### config.mk
export PLATFORM = sky130hd
export DESIGN_NAME = msg_len_extract
export DESIGN_NICKNAME = d
export VERILOG_FILES = /design/src/rtl/mlx_pkg.sv /design/src/rtl/mlx_ctrl.sv /design/src/rtl/mlx_dpath.sv /design/src/rtl/msg_len_extract.sv
export SDC_FILE = /design/constraint.sdc
export NUM_CORES = 1
export LEC_CHECK = 0
export ABC_AREA = 1
export BUFFER_PORTS_ARGS = -buffer_cell sky130_fd_sc_hd__buf_2
export CELL_PAD_IN_SITES_DETAIL_PLACEMENT = 2
export CELL_PAD_IN_SITES_GLOBAL_PLACEMENT = 2
export CORE_AREA = 2 2 75 105
export CTS_CLUSTER_DIAMETER = 80
export DETAILED_ROUTE_END_ITERATION = 16
export DIE_AREA = 0 0 77 107
export PLACE_DENSITY_LB_ADDON = 0.1
export SETUP_SLACK_MARGIN = 0.4
export SLEW_MARGIN = 15
export SYNTH_ARGS = -nofsm -noshare
export SYNTH_HDL_FRONTEND = slang
export SYNTH_SLANG_ARGS = --single-unit
export TNS_END_PERCENT = 1
### constraint.sdc
create_clock -name clk -period 1.5 [get_ports clk]
set_input_delay 0.3 -clock clk [delete_from_list [all_inputs] [get_ports clk]]
set_output_delay 0.3 -clock clk [all_outputs]
set_load 0.03 [all_outputs]
### src/rtl/mlx_pkg.sv
package mlx_pkg;
  // strobes from the control to the datapath
  typedef struct packed {
    logic clear;
    logic takeLo;
    logic takeHi;
  } mlxStrb_t;
endpackage

### src/rtl/mlx_ctrl.sv
module mlx_ctrl
  import mlx_pkg::*;
#(
  parameter int OFS_W = 6
) (
  input  logic             clk,
  input  logic             rstN,
  input  logic             descLoad,
  input  logic             isOut,
  input  logic [OFS_W-1:0] offset,
  input  logic             byteValid,
  input  logic             pktStart,
  output mlxStrb_t         strb,
  output logic             loDone,
  output logic             hiDone
);
  localparam int CNT_W = OFS_W + 1;
  localparam logic [CNT_W-1:0] CNT_MAX = {CNT_W{1'b1}};

  logic [CNT_W-1:0] pos;
  logic             armed;
  logic             accept;
  logic [CNT_W-1:0] idx;
  logic [CNT_W-1:0] loPos;
  logic [CNT_W-1:0] hiPos;

  assign loPos = CNT_W'(offset);
  assign hiPos = CNT_W'(offset) + CNT_W'(1);

  // a byte counts only once armed (or when it arms), on an OUT endpoint, before done
  assign accept = byteValid && isOut && !descLoad && !(loDone && hiDone)
                  && (armed || pktStart);
  assign idx    = armed ? pos : '0;

  always_comb begin
    strb.clear  = descLoad;
    strb.takeLo = accept && !loDone && (idx == loPos);
    strb.takeHi = accept && !hiDone && (idx == hiPos);
  end

  always_ff @(posedge clk or negedge rstN) begin
    if (!rstN) begin
      pos    <= '0;
      armed  <= 1'b0;
      loDone <= 1'b0;
      hiDone <= 1'b0;
    end else if (descLoad) begin
      pos    <= '0;
      armed  <= 1'b0;
      loDone <= 1'b0;
      hiDone <= 1'b0;
    end else begin
      if (accept) begin
        armed <= 1'b1;
        pos   <= (idx == CNT_MAX) ? CNT_MAX : idx + CNT_W'(1);
      end
      if (strb.takeLo) loDone <= 1'b1;
      if (strb.takeHi) hiDone <= 1'b1;
    end
  end

  // the high byte sits after the low byte, so it can never finish first
  a_r4_hi_after_lo: assert property (@(posedge clk) disable iff (!rstN)
    hiDone |-> loDone);

  // descriptor load wipes the message state
  a_r8_load_clears: assert property (@(posedge clk) disable iff (!rstN)
    descLoad |=> (!loDone && !hiDone && !armed && pos == '0));

  // IN direction leaves the state untouched
  a_r7_in_idle: assert property (@(posedge clk) disable iff (!rstN)
    (!isOut && !descLoad) |=> ($stable(pos) && $stable(loDone) && $stable(hiDone)));

  // no valid byte, no movement
  a_r9_no_valid: assert property (@(posedge clk) disable iff (!rstN)
    (!byteValid && !descLoad) |=> ($stable(pos) && $stable(armed)));

  // once complete, the counter and flags freeze until the next load
  a_r6_frozen: assert property (@(posedge clk) disable iff (!rstN)
    (loDone && hiDone && !descLoad) |=> ($stable(pos) && loDone && hiDone));
endmodule

### src/rtl/mlx_dpath.sv
module mlx_dpath
  import mlx_pkg::*;
(
  input  logic       clk,
  input  logic       rstN,
  input  mlxStrb_t   strb,
  input  logic [7:0] byteData,
  output logic [7:0] lenLo,
  output logic [7:0] lenHi
);
  always_ff @(posedge clk or negedge rstN) begin
    if (!rstN) begin
      lenLo <= '0;
      lenHi <= '0;
    end else if (strb.clear) begin
      lenLo <= '0;
      lenHi <= '0;
    end else begin
      if (strb.takeLo) lenLo <= byteData;
      if (strb.takeHi) lenHi <= byteData;
    end
  end

  // the captured low byte is the byte presented on the capture cycle
  a_r3_lo_capture: assert property (@(posedge clk) disable iff (!rstN)
    (strb.takeLo && !strb.clear) |=> (lenLo == $past(byteData)));

  // same for the high byte
  a_r4_hi_capture: assert property (@(posedge clk) disable iff (!rstN)
    (strb.takeHi && !strb.clear) |=> (lenHi == $past(byteData)));

  // without a capture or clear strobe the bytes hold
  a_r6_lo_hold: assert property (@(posedge clk) disable iff (!rstN)
    (!strb.takeLo && !strb.clear) |=> $stable(lenLo));
  a_r6_hi_hold: assert property (@(posedge clk) disable iff (!rstN)
    (!strb.takeHi && !strb.clear) |=> $stable(lenHi));
endmodule

### src/rtl/msg_len_extract.sv
module msg_len_extract
  import mlx_pkg::*;
#(
  parameter int OFS_W = 6
) (
  input  logic             clk,
  input  logic             rstN,
  input  logic             descLoad,
  input  logic             isOut,
  input  logic [OFS_W-1:0] offset,
  input  logic             byteValid,
  input  logic             pktStart,
  input  logic [7:0]       byteData,
  output logic [31:0]      msgLenWord,
  output logic             loDone,
  output logic             hiDone,
  output logic             extractDone
);
  mlxStrb_t   strb;
  logic [7:0] lenLo;
  logic [7:0] lenHi;

  mlx_ctrl #(.OFS_W(OFS_W)) uCtrl (
    .clk       (clk),
    .rstN      (rstN),
    .descLoad  (descLoad),
    .isOut     (isOut),
    .offset    (offset),
    .byteValid (byteValid),
    .pktStart  (pktStart),
    .strb      (strb),
    .loDone    (loDone),
    .hiDone    (hiDone)
  );

  mlx_dpath uDpath (
    .clk      (clk),
    .rstN     (rstN),
    .strb     (strb),
    .byteData (byteData),
    .lenLo    (lenLo),
    .lenHi    (lenHi)
  );

  assign msgLenWord  = {lenHi, lenLo, 16'h0000};
  assign extractDone = loDone && hiDone;

  // no capture strobe reaches the datapath after completion
  a_r6_no_late_capture: assert property (@(posedge clk) disable iff (!rstN)
    extractDone |-> !(strb.takeLo || strb.takeHi));
endmodule

# == Word level (Yosys, flattened, before mapping) ==
# Cells that the tools add are included.
# totals
wordCells,42
reg_bits,26
# classes
n_eq_ne,3
reduce_logical,17
n_mux,14
add_sub_neg,2
# op_table
cell,count
8-bit two-way mux,4
7-bit two-way mux,4
1-bit logical AND,9
6-bit by 1-bit adder with 7-bit output (second input constant),1
7-bit by 1-bit adder with 7-bit output (second input constant),1
7-bit by 6-bit equality test with 1-bit output,1
7-bit equality test,1
7-bit equality test (second input constant),1
1-bit two-way mux,6
2-bit nonzero test,3
1-bit logical NOT,4
1-bit logical OR,1

# == Longest topological paths before layout ==
# depth
word_depth,8
depth_mapped,11
depth_no_buf,10

# == Cells and area by module ==
# A second synthesis with hierarchy kept.
# unflattened
cells_unflattened,242
area_unflattened_um2,1742.9
# by_module_without_submodules
mod,area_per_inst_um2,seq_area_each_um2,cells_per_inst,n_inst
mlx_ctrl,947.2,250.2,153,1
mlx_dpath,664.4,400.4,70,1
msg_len_extract,131.4,0.0,19,1

# == Worst setup path before layout ==
# Ideal clock, no wire load.
# synth_timing
path_kind,reg-to-reg
from,register uCtrl.loDone
to,register uDpath.lenLo[0]
synth_period_minus_slack_ps,1623
arrival_ps,1505
t_required_ps,1381
path_stages_with_launch,11
path_slack_ps,-123
setup_ps,119
path_cell_list,dfrtp_1 > nand2_1 > inv_1 > nor2_2 > nand2_2 > inv_2 > nand3_2 > nor2_4 > nand2_4 > nand3_1 > nand2_1
# synth_between
elab_chain_cells,7
elab_cells_between_ends,8
# synth_rtl
item,line,rtl
from (decl),mlx_ctrl.sv:14,"output logic loDone,"
from (signal assigned),mlx_ctrl.sv:45,loDone <= 1'b0;
from (signal assigned),mlx_ctrl.sv:50,loDone <= 1'b0;
from (signal assigned),mlx_ctrl.sv:57,if (strb.takeLo) loDone <= 1'b1;
1-bit logical AND,--,
via extractDone,msg_len_extract.sv:17,output logic extractDone
1-bit logical NOT,mlx_ctrl.sv:31,assign accept = byteValid && isOut && !descLoad && !(loDone && hiDone)
1-bit logical AND,mlx_ctrl.sv:31,
1-bit logical AND,mlx_ctrl.sv:32,&& (armed || pktStart);
1-bit logical AND (2 in a row),mlx_ctrl.sv:37,strb.takeLo = accept && !loDone && (idx == loPos);
2-bit nonzero test (no source line),--,
to (signal assigned),mlx_dpath.sv:19,if (strb.takeLo) lenLo <= byteData;
to (decl),mlx_dpath.sv:8,"output logic [7:0] lenLo,"
# The timed path passes the listed nets, and every way through them passes these cells.
# A chain may end at the register's enable or synchronous reset.

# == Worst setup path after layout ==
# layout_timing
from,register uCtrl.armed
to,register uDpath.lenLo[4]
# layout_between
elab_chain_cells,5
elab_cells_between_ends,7
# layout_rtl
item,line,rtl
from (decl),mlx_ctrl.sv:21,logic armed;
from (signal assigned),mlx_ctrl.sv:44,armed <= 1'b0;
from (signal assigned),mlx_ctrl.sv:49,armed <= 1'b0;
from (signal assigned),mlx_ctrl.sv:54,armed <= 1'b1;
"parallel branches: the longest is 3 deep, another holds 7-bit two-way mux",--,
1-bit logical AND *,mlx_ctrl.sv:37,
2-bit nonzero test (no source line) *,--,
# Mark *: on every way between the ends.

==> results.md <==
- The run finished, with violations left.
- The final reports fail on setup timing.
- The first TritonRoute pass finished after 2 iterations.
- The final count of pins violating max slew is 0.
- The area of the die is 8239 um2.
- The number of buffers inserted by hold repair at cts is 0.
- The critical path is of the reg2reg type.
- The TritonCTS clock tree is done.
- Synthesis inferred 26 register bits.
- Buffers placed on the I/O ports in this run total 38.
- The vias after detailed routing is 1861.
- In this run the worst hold path is classified as in2async.
- The most used flip-flop cell after synthesis is dfrtp_1.
- The total power of the final layout is 1.637 mW.
- The fraction of final layout cells with drive strength greater than 1 is 0.4308.
- The count of nets after finishing is 348.
- In this run the remaining antenna-violating nets after routing total 0.
- The share of the yosys chip area belonging to registers is 0.3659.
- The minimum setup slack after placement is -0.1716 ns.
- In this run the tightest slew margin relative to its limit is 0.5756.
- The power per standard cell area is 592.5 nW/um2.
- The worst path required time is 1.69 ns.
- For the worst setup path, the data arrival time is 1.83 ns.
- Synthesis produced 246 cells.
- The first-pass GRT wire length is 10.58 mm.
- The tree built by TritonCTS fans out to 26 sinks.
- The number of failing hold endpoints at the final stage is 0.
- Summed over all layers, the global routing overflow is 0.
- The initial utilization of the core area, before any placement, comes to 0.2431.
- Yosys printed 0 warnings.
- Of all nets on the critical path, the largest fanout is 9.
- Counting cells, the worst reg-to-reg path comes to 8.
- The clock arrives with 0.01279 ns of skew.
- The endpoint of the most critical setup path is uDpath.lenLo[4].
- The clock transition at the registers of the reported paths is 0.11 ns.
- The register-to-register setup slack is -0.14 ns.
- The max capacitance violation total is 0.
- The die outline height is 107 um.
- The average size of a mapped cell is 7.227 um2.
- The region available for standard cell placement spans 7315 um2.
- The library cell used as clock root buffer is clkbuf_8.
- The width of the die is 77 um.
- CTS built an H-tree with a depth of 1.
- The via count of the first global-routing pass was 2073.
- For this design the static power due to leakage is 1.490 nW.
- The maximum count of clock buffers along a single path is 2.
- The largest voltage drop on the vdd net is 0.3278 mV.
- The fill cell instance count of the final layout is 906.
- The detailed placer's ending HPWL is 5.178 mm.
- Hold is met by 0.01897 ns.
- The most frequently used cell type in the post-synthesis netlist is nand2_1.
- Synthesis instantiated 28 different standard cells from the library.
- Across every metal layer, demand over resource in global routing totals 0.1635.
- The number of setup violations in the final report is 25.
- The start point of the critical path is uCtrl.armed.
- The start of the worst register-to-register path is uCtrl.armed.
- The startpoint type of the worst setup path is a register.
- Ranked by instance count, the synthesized netlist is headed by nand2_1 (60), nand3_1 (50), inv_1 (27), dfrtp_1 (26).
- The number of non-filler instances in the completed layout is 422.
- The clock latency on the worst-skew pair is 0.28 ns.
- The routed design could run at a clock period as short as 1.642 ns.
- Summing every instance area after synthesis gives 1778 um2.
- The upper clock frequency limit is 609.1 MHz.
- Once placement completed, the tool counted placed cells totaling 411.
- Setup repair after global routing could not meet its margin everywhere.
- The initialized floorplan defines 37 standard-cell rows.
- The total I/O pin count is 55.
- The worst setup path is captured at a register.
- After detailed routing, the number of vias per cell comes to 4.410.
- The transition at the pin with the smallest max-transition slack is 0.6366 ns.
- The largest net degree at the start of global routing is 27.
- The async set or reset register ratio after synthesis is 1.000.
- In this run, the number of DRC markers left after iteration 0 of detailed routing was 49.
- The number of antenna violations at the first check in global routing is 0.
- The capture instance of the worst register-to-register path is uDpath.lenLo[4].
- Yosys mapped a number of flops with a built-in enable equal to 0.
- The post-route fraction of the period consumed by the critical path is 1.094.
- The largest area contributor in the synthesized netlist is dfrtp_1.
- By area the synthesized netlist is led by dfrtp_1 (37%), nand3_1 (14%), nand2_1 (13%).
- The number of buffers inserted during clock tree synthesis is 3.
- The overall routed net length is 6.628 mm.
- The placer's final routability congestion estimate is 0.7482.
- The post-synthesis to final-layout area growth is 55.38%.
- At the end of the flow the core is filled with cells to 0.3777.
- The count of unresolved DRC violations after routing is 0.
- The mean routed wirelength per cell is 15.71 um.
- Across all setup checks in the final design, the least slack found is -0.1417 ns.
- The share of synthesized area in the top cell type comes to 0.3659.
- The repair_antennas step left the layout with diodes totalling 0.
[how the worst min path moves through the flow]
stage,endpoint,slack (ns),cells past startpoint
after CTS,uDpath.lenLo[7],0.05,1
after global placement,uDpath.lenLo[7],0.36,1
final,uDpath.lenLo[1],0.02,1
after floorplan,uCtrl.armed,0.004,0
after detailed placement,uDpath.lenLo[7],0.36,1
after global routing,uDpath.lenLo[1],0.06,1
[power by group]
| group | switching [mW] | internal (mW) |
|---|---|---|
| logic | 0.207 | 0.103 |
| clock network | 0.256 | 0.358 |
| registers | 0.00838 | 0.705 |
| total | 0.471 | 1.17 |
[logic make-up (layout without fill, tap and decap cells)]
| logic type | count (synthesis) | count (layout) | share of synthesized area |
|---|---|---|---|
| AO/OA/AOI/OAI | 17 | 17 | 0.05348 |
| adder cells (fa/ha/maj) | 2 | 2 | 0.01407 |
| flip-flops | 26 | 26 | 0.3659 |
| other | 1 | 16 | 0.002109 |
| AND/OR/NAND/NOR | 149 | 150 | 0.4117 |
| buffers and inverters | 50 | 113 | 0.1478 |
| XOR/XNOR | 1 | 1 | 0.004927 |
[cells in the final DEF (no fill, tap or decap), types with 4 or more instances in the layout]
master and count:
buf_12 5, buf_2 19, buf_4 27, buf_6 28, conb_1 16, dfrtp_1 23, inv_1 24, nand2_1 52
nand2_2 12, nand2_4 5, nand3_1 35, nand3_2 16, nand4_1 4, nor2_1 14, nor2_4 4, o21ai_1 8
[sequential cells by signal (all words and copies together), names as in the netlist]
name          cells
uCtrl.armed       1
uCtrl.hiDone      1
uCtrl.loDone      1
uCtrl.pos         7
uDpath.lenHi      8
uDpath.lenLo      8
[metrics by stage]
stage / TNS, ns / area (um2)
floorplan: -0.3199 / 1837
global placement: -1.808 / 2311
detailed placement: -3.374 / 2311
CTS: -2.271 / 2616
global route: -4.981 / 2763
finish: -2.488 / 2763
[layout make-up]
| class | count | area [um2] | share of cell area |
|---|---|---|---|
| clock buffer | 3 | 41.29 | 0.01495 |
| clock inverter | 1 | 30.03 | 0.01087 |
| inverter | 30 | 117.6 | 0.04257 |
| multi-input combinational | 186 | 1085 | 0.3927 |
| sequential | 26 | 654.4 | 0.2369 |
| tap | 97 | 121.4 | 0.04393 |
| timing repair buffer | 79 | 713.2 | 0.2582 |
[routing by layer]
layer,share of wire,vias up,routed length (um),GRT usage
met5,0,-,0,0
met1,0.37,902,2449,0.1676
met2,0.59,32,3902,0.3434
met3,0.027,9,178,0.02020
li1,-,918,-,-
met4,0.015,0,98,0.03571
[timing repair]
action,in CTS,in global routing
gates cloned,1,0
resized for setup,60,39
setup endpoints to repair,45,45
setup buffers,5,1
pin swaps,14,32
[critical path, cell delays in order (launching register included)]
cell	delay [ns]
dfrtp_2	0.49
buf_6	0.13
nand2_1	0.11
nand2_1	0.11
nand4_1	0.19
nor2_4	0.24
nand2_4	0.12
nand3_1	0.10
nand2_1	0.05
Note: power is estimated with default switching activity, not from simulation.
